`src/rtl/adc_trig_pkg.sv`:
```
package adc_trig_pkg;
  // Fixed address slots below the per-channel delay block
  localparam int unsigned SLOT_CTRL    = 0;
  localparam int unsigned SLOT_MODULUS = 1;
  localparam int unsigned SLOT_DLY0    = 2;

  function automatic int unsigned errclr_slot(input int unsigned nch);
    return SLOT_DLY0 + 2 * nch;
  endfunction
endpackage

```
`src/rtl/trig_counter.sv`:
```
module trig_counter #(
  parameter int CW = 16
) (
  input  logic          clk,
  input  logic          rst,
  input  logic          start,
  input  logic          cont,
  input  logic [CW-1:0] modulus,
  output logic          running,
  output logic [CW-1:0] count
);
  logic          run_q;
  logic [CW-1:0] cnt_q;

  always_ff @(posedge clk) begin
    if (rst) begin
      run_q <= 1'b0;
      cnt_q <= '0;
    end else if (!run_q) begin
      if (start) begin
        run_q <= 1'b1;
        cnt_q <= '0;
      end
    end else if (cnt_q == modulus) begin
      cnt_q <= '0;
      run_q <= cont;
    end else begin
      cnt_q <= cnt_q + 1'b1;
    end
  end

  assign running = run_q;
  assign count   = cnt_q;

  // wrap returns to zero
  p_wrap_r1: assert property (@(posedge clk) disable iff (rst)
    (run_q && cnt_q == modulus) |=> (cnt_q == '0));
  // one-shot stops after wrap
  p_stop_r1: assert property (@(posedge clk) disable iff (rst)
    (run_q && cnt_q == modulus && !cont) |=> !run_q);
  // continuous keeps running
  p_cont_r2: assert property (@(posedge clk) disable iff (rst)
    (run_q && cnt_q == modulus && cont) |=> run_q);
  // start while running leaves the count advancing normally
  p_ignore_r3: assert property (@(posedge clk) disable iff (rst)
    (run_q && start && cnt_q != modulus) |=> (run_q && cnt_q == $past(cnt_q) + 1'b1));
endmodule

```
`src/rtl/trig_channel.sv`:
```
module trig_channel #(
  parameter int CW = 16
) (
  input  logic          clk,
  input  logic          rst,
  input  logic          running,
  input  logic [CW-1:0] count,
  input  logic [CW-1:0] dly_a,
  input  logic [CW-1:0] dly_b,
  input  logic          done_a,
  input  logic          done_b,
  input  logic          clr_a,
  input  logic          clr_b,
  output logic          trig_a,
  output logic          trig_b,
  output logic          err_a,
  output logic          err_b
);
  logic hit_a, hit_b, fire_a, fire_b;
  logic infl_a_q, infl_b_q, trig_a_q, trig_b_q, err_a_q, err_b_q;

  always_comb begin
    hit_a  = running && (count == dly_a);
    hit_b  = running && (count == dly_b);
    fire_a = hit_a && !infl_b_q;
    fire_b = hit_b && !infl_a_q;
  end

  always_ff @(posedge clk) begin
    if (rst) begin
      trig_a_q <= 1'b0;
      trig_b_q <= 1'b0;
      infl_a_q <= 1'b0;
      infl_b_q <= 1'b0;
      err_a_q  <= 1'b0;
      err_b_q  <= 1'b0;
    end else begin
      trig_a_q <= fire_a;
      trig_b_q <= fire_b;
      infl_a_q <= fire_a | (infl_a_q & ~done_a);
      infl_b_q <= fire_b | (infl_b_q & ~done_b);
      err_a_q  <= (hit_a & infl_b_q) | (err_a_q & ~clr_a);
      err_b_q  <= (hit_b & infl_a_q) | (err_b_q & ~clr_b);
    end
  end

  assign trig_a = trig_a_q;
  assign trig_b = trig_b_q;
  assign err_a  = err_a_q;
  assign err_b  = err_b_q;

  // B match during A conversion is dropped and flagged
  p_block_b_r6: assert property (@(posedge clk) disable iff (rst)
    (infl_a_q && hit_b) |=> (!trig_b_q && err_b_q));
  // A match during B conversion is dropped and flagged
  p_block_a_r7: assert property (@(posedge clk) disable iff (rst)
    (infl_b_q && hit_a) |=> (!trig_a_q && err_a_q));
  // flags hold without a clear
  p_sticky_a_r9: assert property (@(posedge clk) disable iff (rst)
    (err_a_q && !clr_a) |=> err_a_q);
  p_sticky_b_r9: assert property (@(posedge clk) disable iff (rst)
    (err_b_q && !clr_b) |=> err_b_q);
endmodule

```
`src/rtl/adc_trig_delay_top.sv`:
```
module adc_trig_delay_top #(
  parameter int NCH = 4,
  parameter int CW  = 16,
  localparam int NSLOT = adc_trig_pkg::SLOT_DLY0 + 2 * NCH + 1,
  localparam int AW    = $clog2(NSLOT)
) (
  input  logic           clk,
  input  logic           rst,
  input  logic           cfg_we,
  input  logic [AW-1:0]  cfg_addr,
  input  logic [CW-1:0]  cfg_wdata,
  input  logic           start_evt,
  input  logic [NCH-1:0] conv_done_a,
  input  logic [NCH-1:0] conv_done_b,
  output logic [NCH-1:0] trig_a,
  output logic [NCH-1:0] trig_b,
  output logic [NCH-1:0] err_a,
  output logic [NCH-1:0] err_b,
  output logic           seq_irq
);
  import adc_trig_pkg::*;

  localparam int unsigned CLR_SLOT = errclr_slot(NCH);

  logic          cont_q;
  logic [CW-1:0] mod_q;
  logic          running;
  logic [CW-1:0] count;
  logic          clr_wr;

  assign clr_wr = cfg_we && (cfg_addr == AW'(CLR_SLOT));

  always_ff @(posedge clk) begin
    if (rst) begin
      cont_q <= 1'b0;
      mod_q  <= '0;
    end else if (cfg_we) begin
      if (cfg_addr == AW'(SLOT_CTRL))    cont_q <= cfg_wdata[0];
      if (cfg_addr == AW'(SLOT_MODULUS)) mod_q  <= cfg_wdata;
    end
  end

  trig_counter #(.CW(CW)) u_cnt (
    .clk     (clk),
    .rst     (rst),
    .start   (start_evt),
    .cont    (cont_q),
    .modulus (mod_q),
    .running (running),
    .count   (count)
  );

  for (genvar g = 0; g < NCH; g++) begin : g_ch
    logic [CW-1:0] dly_a_q, dly_b_q;

    always_ff @(posedge clk) begin
      if (rst) begin
        dly_a_q <= '0;
        dly_b_q <= '0;
      end else if (cfg_we) begin
        if (cfg_addr == AW'(SLOT_DLY0 + 2 * g))     dly_a_q <= cfg_wdata;
        if (cfg_addr == AW'(SLOT_DLY0 + 2 * g + 1)) dly_b_q <= cfg_wdata;
      end
    end

    trig_channel #(.CW(CW)) u_ch (
      .clk     (clk),
      .rst     (rst),
      .running (running),
      .count   (count),
      .dly_a   (dly_a_q),
      .dly_b   (dly_b_q),
      .done_a  (conv_done_a[g]),
      .done_b  (conv_done_b[g]),
      .clr_a   (clr_wr && cfg_wdata[g]),
      .clr_b   (clr_wr && cfg_wdata[NCH + g]),
      .trig_a  (trig_a[g]),
      .trig_b  (trig_b[g]),
      .err_a   (err_a[g]),
      .err_b   (err_b[g])
    );
  end

  assign seq_irq = |{err_a, err_b};

  // interrupt only drops through a clear write
  p_irq_hold_r10: assert property (@(posedge clk) disable iff (rst)
    (seq_irq && !clr_wr) |=> seq_irq);
  // reset leaves every flag low
  p_reset_r11: assert property (@(posedge clk)
    rst |=> (trig_a == '0 && trig_b == '0 && !seq_irq));
endmodule

```
`config.mk`:
```
export PLATFORM = sky130hd
export DESIGN_NAME = adc_trig_delay_top
export DESIGN_NICKNAME = d
export VERILOG_FILES = /design/src/rtl/adc_trig_pkg.sv /design/src/rtl/trig_counter.sv /design/src/rtl/trig_channel.sv /design/src/rtl/adc_trig_delay_top.sv
export SDC_FILE = /design/constraint.sdc
export NUM_CORES = 1
export LEC_CHECK = 0
export ABC_AREA = 1
export ABC_CLOCK_PERIOD_IN_PS = 1800
export BUFFER_PORTS_ARGS = -buffer_cell sky130_fd_sc_hd__buf_2
export CAP_MARGIN = 15
export CELL_PAD_IN_SITES_DETAIL_PLACEMENT = 0
export CELL_PAD_IN_SITES_GLOBAL_PLACEMENT = 2
export CORE_UTILIZATION = 30
export DETAILED_ROUTE_END_ITERATION = 7
export GPL_TIMING_DRIVEN = 1
export PLACE_DENSITY_LB_ADDON = 0.1
export SETUP_SLACK_MARGIN = 0.02
export SKIP_CTS_REPAIR_TIMING = 1
export SYNTH_ARGS = -nofsm -noshare
export SYNTH_HDL_FRONTEND = slang
export SYNTH_HIERARCHICAL = 1
export SYNTH_SLANG_ARGS = --single-unit
```
`constraint.sdc`:
```
create_clock -name clk -period 1.8 [get_ports clk]
set_input_delay 0 -clock clk [delete_from_list [all_inputs] [get_ports clk]]
set_output_delay 0 -clock clk [all_outputs]
set_load 0.01 [all_outputs]
```
Word level (Yosys, flattened, before mapping)

Cells that the tools add are included.

Muxes and demuxes: 6
Eq/ne operators: 19
Reduce and logical (&&, ||, !) cells: 46
Bitwise operators: 56
Add/sub/neg operators: 1

Operators with widths:

| cell                                                | number |
|---|---|
| equality test 16 bit                                | 9 |
| two-way mux 16 bit                                  | 3 |
| logical AND 1 bit                                   | 25 |
| bitwise AND 1 bit                                   | 24 |
| AND reduction 2 bit                                 | 10 |
| adder 16 x 1 -> 16 bit, second input constant       | 1 |
| equality test 4 x 3 -> 1 bit, second input constant | 4 |
| NOT 1 bit                                           | 16 |
| OR 1 bit                                            | 16 |
| equality test 4 bit, second input constant          | 3 |
| equality test 4 x 2 -> 1 bit, second input constant | 2 |
| zero test 1 bit                                     | 8 |
| OR reduction 8 bit                                  | 1 |
| equality test 4 x 1 -> 1 bit, second input constant | 1 |
| zero test 4 bit                                     | 1 |
| two-way mux 1 bit                                   | 3 |
| nonzero test 2 bit                                  | 1 |

Bits of input ports: 32
Register bits after elaboration: 186

Logic depth before layout (Yosys ltp)

Gate-level depths: netlist (run 1).

Word-level depth: 6
Depth in mapped cells: 10

Cells and area by module

Netlist (run 1), hierarchy kept.

By module, submodules not included:

| module             | seq. area each (µm²) | times used | area an instance (µm²) | cells each |
|---|---|---|---|---|
| adc_trig_delay_top | 2902.8               | 1          | 5754.3                 | 830 |
| trig_channel       | 120.1                | 4          | 1034.7                 | 224 |
| trig_counter       | 340.3                | 1          | 1421.4                 | 238 |

Worst setup path after synthesis (run 1)

OpenSTA, ideal clock, no wires.

Path type: register to register
Start: register u_cnt.cnt_q[15], in the netlist u_cnt/count[15]
End: register u_cnt.cnt_q[7], in the netlist u_cnt/count[7]
Stages on the path, launching flop included: 11
Clock period less this slack: 1.704 ns
Setup time: 0.143 ns
Required time: 1.657 ns
Slack: 0.096 ns
Arrival: 1.561 ns
Path through: dfxtp_1 -> inv_1 -> nand2_1 -> nand2_1 -> nor2_1 -> nand2_1 -> nor2_2 -> nand2_4 -> buf_6 -> nand3_2 -> a21oi_2

Longest elaborated chain between the ends: 3

RTL lines:

| element                  | line               | RTL |
|---|---|---|
| start: declaration       | trig_counter.sv:13 | `logic [CW-1:0] cnt_q;` |
| start signal: assignment | trig_counter.sv:28 | `cnt_q <= cnt_q + 1'b1;` |
| equality test 16 bit     | trig_counter.sv:24 | `end else if (cnt_q == modulus) begin` |
| two-way mux 16 bit       | trig_counter.sv:24 |  |
| two-way mux 16 bit       | trig_counter.sv:19 | `end else if (!run_q) begin` |

Every way passes these cells.
A chain may end at the register's enable or synchronous reset.

Final worst setup path (run 1)

Start: register u_cnt.cnt_q[9], in the netlist u_cnt/count[9]
End: register u_cnt.cnt_q[5], in the netlist u_cnt/count[5]

The elaborated chain is that of the path after synthesis.

==> flow_summary.json, run 1 <==
{
  "grt_pass1_vias": 10700,
  "clk_latency_ns": 0.46,
  "start_kind": "flip-flop",
  "grt_max_degree": 69,
  "htree_num_levels": 4,
  "path_class": "reg2reg",
  "p_total_uw": 9620,
  "setup_violations": 0,
  "track_usage_pct": 23.1,
  "cts_buffers": 17,
  "end_kind": "flip-flop",
  "path_max_fanout": 15,
  "io_pins": 49,
  "start_util_pct": 30.7,
  "whs_ns": -0.00223,
  "dieHeight_um": 196,
  "clk_path_buf_depth": 2,
  "path_delay_family": "simple AND/OR/NAND/NOR gates",
  "final_common_cell": "nand2_1",
  "rows": 70,
  "violations": "hold timing",
  "cpPeakStageDelay_ns": 0.52,
  "drive_above_1_share_pct": 12.2,
  "yosysUniqueCellTypes": 28,
  "status": "finished, violations left",
  "tightest_slew_ns": 0.611,
  "via_per_inst": 4.44,
  "p_leak_uw": 0.00624,
  "cts_tree": "built",
  "clk_transition_reported_paths_ns": 0.07,
  "avgSynthCellArea_um2": 5.76,
  "grt_overflow": 0,
  "fmax_mhz": 625,
  "final_cell_mix": "nand2_1, nor2_1, inv_1",
  "cap_viol_max_count": 0,
  "yosysTopAreaCell": "dfxtp_1",
  "design_area_um2": 13200,
  "hold_violations": 2,
  "synth_area_um2": 11300,
  "yosysWarningCount": 6,
  "relSlewSlack_pct": 59.0,
  "antenna_cells": 0,
  "ys_ff_latch": 186,
  "nNetsFinal": 2088,
  "core-area_um2": 36900,
  "slowest_stage": "dfxtp_1",
  "timing.final.crit_share_pct": 88.9,
  "max-vdd-ir-drop_mv": 0.626,
  "rsz0062_at_grt": "false",
  "synthTopCellsByArea": "dfxtp_1, nand2_1, nor2_1",
  "synthCells": 1964,
  "fin_crit_ns": 1.60,
  "routed_wl_um": 43500,
  "root_buffer": "clkbuf_16",
  "crit_buf_inv": 1,
  "drt_iter0_markers": 724,
  "synth_nets": 1997,
  "fin_skew_ns": 0.00808,
  "dpl.hpwl_um": 32400,
  "path_cells": "inv_2 -> nand2_1 -> nand2_1 -> nor2_1 -> nand2_1 -> nor2_4 -> nand2_4 -> nand3_1 -> a21oi_1",
  "worstPathArrival_ns": 1.95,
  "crit_required_ns": 2.15,
  "dr.pass1.iters": 5,
  "post_drt_wl_per_cell_um": 16.9,
  "portBuffers": 48,
  "pwr_density_cell_nw_per_um2": 731,
  "fin_tns_setup_ns": 0,
  "numClockSinks": 186,
  "crit_top_cell": "nand2_1",
  "grt_pass1_wl_um": 65100,
  "ant_nets": 0,
  "placed_area_um2": 12500,
  "min_path_type": "in2reg",
  "drc": 0,
  "antenna_found_initial": 1,
  "gp_congestion": 0.889,
  "netlist.area_leader.share_pct": 32.9,
  "r2r_setup_slack_ns": 0.20,
  "fp.dieW_um": 196,
  "vias": 11400,
  "ys_seq_area_share_pct": 32.9,
  "syn2layout_area_growth_pct": 16.4,
  "die_area_um2": 38500,
  "drv_slew": 0
}
==> state kept, by name, indices dropped and copies added, names as in the netlist, 4 cells and up <==
name	flops
g_ch.dly_a_q	64
g_ch.dly_b_q	64
g_ch.u_ch/err_a	4
g_ch.u_ch/err_b	4
g_ch.u_ch/infl_a_q	4
g_ch.u_ch/infl_b_q	4
g_ch.u_ch/trig_a	4
g_ch.u_ch/trig_b	4
mod_q	16
u_cnt/count	16
==> final cells by class <==
class | instances | area (um^2)
Tap cell | 504 | 631
Multi-Input combinational cell | 1481 | 6380
Fill cell | 4175 | 23700
Sequential cell | 186 | 3720
Clock inverter | 9 | 123
Timing Repair Buffer | 125 | 931
Inverter | 244 | 918
Clock buffer | 21 | 460
==> cells by family after synthesis <==
family / share of synthesized area, %
AO/OA/AOI/OAI: 1.70
XOR/XNOR: 1.78
adder cells (fa/ha/maj): 0.111
buffers and inverters: 10.8
flip-flops: 32.9
AND/OR/NAND/NOR: 52.7
==> path summary, 6_finish.rpt <==
check,start,end,cells past startpoint
setup / recovery,u_cnt/count[9],u_cnt/count[5],9
hold / removal,cfg_wdata[3],g_ch[1].dly_b_q[3],5
setup reg to reg,u_cnt/count[9],u_cnt/count[5],9
hold reg to reg,g_ch[2].u_ch/infl_b_q,g_ch[2].u_ch/trig_a,1
==> routing by layer <==
layer	vias to the layer above	part of all wire, %	track usage [%]
li1	6107	-	-
met1	5154	48	29.7
met2	129	48	40.5
met3	30	2.4	3.37
met4	0	1.6	5.38
met5	-	0	0
==> metrics by stage <==
step / utilization, % / cells / worst slack [ns]
after floorplan: - / 1964 / 0.0961
after global placement: 33.9 / 2530 / 0.141
after CTS: 35.4 / 2560 / 0.119
after global routing: 35.7 / 2570 / 0.0311
after detailed placement: 33.9 / 2530 / 0.148
final: 35.7 / 2570 / 0.199
==> synth_stat cells <==
| library cell | instances |
|---|---|
| nor2_2 | 28 |
| nor3_1 | 1 |
| nand3b_1 | 24 |
| clkbuf_1 | 7 |
| inv_1 | 191 |
| nor2_4 | 8 |
| buf_4 | 8 |
| nand3_4 | 1 |
| clkinv_1 | 16 |
| xor2_1 | 7 |
| nor4_1 | 2 |
| nand2_1 | 755 |
| ha_1 | 1 |
| inv_2 | 37 |
| nand2_4 | 1 |
| nand4_1 | 69 |
| buf_6 | 7 |
| nor2_1 | 456 |
| dfxtp_1 | 186 |
| nand3_2 | 17 |
| nand2_2 | 5 |
| nand3_1 | 59 |
| a21oi_1 | 14 |
| buf_1 | 14 |
| buf_2 | 17 |
| xnor2_1 | 16 |
| a21oi_2 | 10 |
| o21ai_0 | 7 |
==> worst register-to-register path, delay by kind of cell, from the launching register on <==
kind	cells	cell delay, ns
flops	1	0.52
compound gates	1	0.07
buf+inv	1	0.11
simple gates	7	0.80
==> power by group <==
group | total (uW) | switching, uW | internal [uW]
logic | 1350 | 921 | 427
clock network | 3940 | 1710 | 2230
registers | 4330 | 101 | 4230
(Power assumes the default switching activity.)
==> inputs of run 2 (changes only) <==
--- a/config.mk
+++ b/config.mk
@@ -7,7 +7,7 @@
 export LEC_CHECK = 0
 export ABC_AREA = 1
 export ABC_CLOCK_PERIOD_IN_PS = 1800
-export BUFFER_PORTS_ARGS = -buffer_cell sky130_fd_sc_hd__buf_2
+export BUFFER_PORTS_ARGS = -buffer_cell sky130_fd_sc_hd__clkbuf_2
 export CAP_MARGIN = 15
 export CELL_PAD_IN_SITES_DETAIL_PLACEMENT = 0
 export CELL_PAD_IN_SITES_GLOBAL_PLACEMENT = 2
==> flow_summary.json, run 2 (synthesized netlist as in run 1, its figures left out) <==
{
  "fin_skew_ns": 0.00858,
  "fp.dieW_um": 196,
  "fin_crit_ns": 1.63,
  "routed_wl_um": 44900,
  "grt_overflow": 0,
  "hold_violations": 0,
  "final_cell_mix": "nand2_1, nor2_1, inv_1",
  "placed_cells": 2536,
  "max-vdd-ir-drop_mv": 0.645,
  "dieHeight_um": 196,
  "portBuffers": 48,
  "top_regs": "g_ch.dly_a_q: 64 flops, g_ch.dly_b_q: 64 flops",
  "path_class": "reg2reg",
  "cpPeakStageDelay_ns": 0.47,
  "p_total_uw": 9750,
  "core-area_um2": 36900,
  "via_per_inst": 4.54,
  "r2r-end": "u_cnt/count[0]",
  "antenna_found_initial": 1,
  "pwr-share-clk_pct": 41.4,
  "fmax_mhz": 614,
  "clk_path_buf_depth": 2,
  "dr.pass1.iters": 5,
  "antenna_cells": 0,
  "tightest_slew_ns": 0.616,
  "status": "complete, no violations",
  "grt_pass1_vias": 11100,
  "dp_slack_ns": 0.0217,
  "syn2layout_area_growth_pct": 17.6,
  "end_kind": "flip-flop",
  "rows": 70,
  "timing.final.ws_setup_ns": 0.171,
  "timing.final.crit_share_pct": 90.5,
  "root_buffer": "clkbuf_16",
  "hold_start": "cfg_wdata[12]",
  "start_util_pct": 30.7,
  "holdPathStages": 5,
  "setup_violations": 0,
  "ant_nets": 0,
  "vias": 11700,
  "grt_max_degree": 50,
  "path_delay_family": "simple AND/OR/NAND/NOR gates",
  "htree_num_levels": 4,
  "reg2reg_depth": 9,
  "cts_tree": "built",
  "crit_buf_inv": 1,
  "hold_end": "g_ch[2].dly_b_q[12]",
  "cts_buffers": 17,
  "crit_top_cell": "nand2_1",
  "pwr_density_cell_nw_per_um2": 733,
  "min_path_type": "in2reg",
  "power.share.combinational_pct": 14.1,
  "path_cells": "inv_2 -> nand2_1 -> nand2_1 -> nor2_1 -> nand2_1 -> nor2_4 -> nand2_4 -> nand2_1 -> a21oi_1",
  "crit_required_ns": 2.14,
  "gp_congestion": 0.888,
  "r2r_start": "u_cnt/count[13]",
  "die_area_um2": 38500,
  "clk_transition_reported_paths_ns": 0.07,
  "slowest_stage": "dfxtp_2",
  "fin_tns_setup_ns": 0,
  "finalNonFillerCells": 2578,
  "design_area_um2": 13300,
  "cap_viol_max_count": 0,
  "seqPwrFrac_pct": 44.5,
  "p_leak_uw": 0.00628,
  "nNetsFinal": 2094,
  "relSlewSlack_pct": 58.7,
  "drc": 0,
  "track_usage_pct": 23.9,
  "io_pins": 49,
  "grt_pass1_wl_um": 67900,
  "rsz0062_at_grt": "false",
  "drt_iter0_markers": 647,
  "numClockSinks": 186,
  "drive_above_1_share_pct": 12.8,
  "cp-startpoint": "u_cnt/count[13]",
  "switching_share_pct": 28.9,
  "p_switching_uw": 2810,
  "p_int_uw": 6940,
  "n_fill_cell": 4178,
  "final_common_cell": "nand2_1",
  "drv_slew": 0,
  "r2r_setup_slack_ns": 0.17,
  "placed_area_um2": 12600,
  "path_max_fanout": 15,
  "post_drt_wl_per_cell_um": 17.4,
  "clk_latency_ns": 0.45,
  "dpl.hpwl_um": 33400,
  "start_kind": "flip-flop",
  "worstPathArrival_ns": 1.97
}
[run 2: changes by cell type in the layout (fill, tap and decap cells not counted), sizes merged]
cell / delta
clkinv: -2
inv: +1
clkinvlp: +3
clkbuf: +48
buf: -42
[run 2: per-layer routing]
metal  wire length [um]  part of all wire (%)  GRT usage (%)  vias to the layer above
met5                  0                     0              0                        -
met4               1320                   2.9           7.87                        0
met3               1500                   3.3           3.64                       41
met2              21200                    47           40.9                      198
met1              20900                    47           30.6                     5330
li1                   -                     -              -                     6127
[run 2: worst reg2reg max path: cells and delay by family, from the launching register on]
kind            cells  cell delay (ns)
buf+inv             1             0.08
compound gates      1             0.07
flops               1             0.47
simple gates        7             0.88
[run 2: stage by stage]
stage	utilization, %	hold slack (ns)
final	36.1	0.0939
after global routing	36.1	0.106
after CTS	35.8	-0.215
after detailed placement	34.1	0.269
after global placement	34.1	0.261
after floorplan	-	0.0691
[run 2: how the worst max path moves through the flow]
stage / to / slack (ns) / depth (start not counted)
finish: u_cnt/count[0] / 0.17 / 9
global route: g_ch[0].u_ch/err_a / 0.03 / 9
CTS: u_cnt/count[0] / 0.006 / 9
detailed placement: u_cnt/count[0] / 0.02 / 9
global placement: u_cnt/count[2] / 0.04 / 9
floorplan: u_cnt/count[7] / 0.1 / 10
[run 2: power by group through the flow]
stage / clock network, uW / logic, uW / registers [uW]
2_1_floorplan: 0 / 863 / 4410
4_1_cts: 4170 / 1370 / 4340
3_5_place_dp: 0 / 1370 / 4430
3_3_place_gp: 0 / 1370 / 4430
5_1_grt: 4340 / 1540 / 4350
6_report: 4040 / 1380 / 4340
[run 2: cell type report]
| type | instances | area [um^2] | share of cell area [%] |
|---|---|---|---|
| clock inverters | 11 | 144 | 1.08 |
| clock buffers | 21 | 460 | 3.46 |
| well taps | 504 | 631 | 4.74 |
| flip-flops and latches | 186 | 3730 | 28.0 |
| repair buffers | 131 | 1040 | 7.81 |
| multi-input cells | 1481 | 6380 | 48.0 |
| inverters | 244 | 918 | 6.90 |
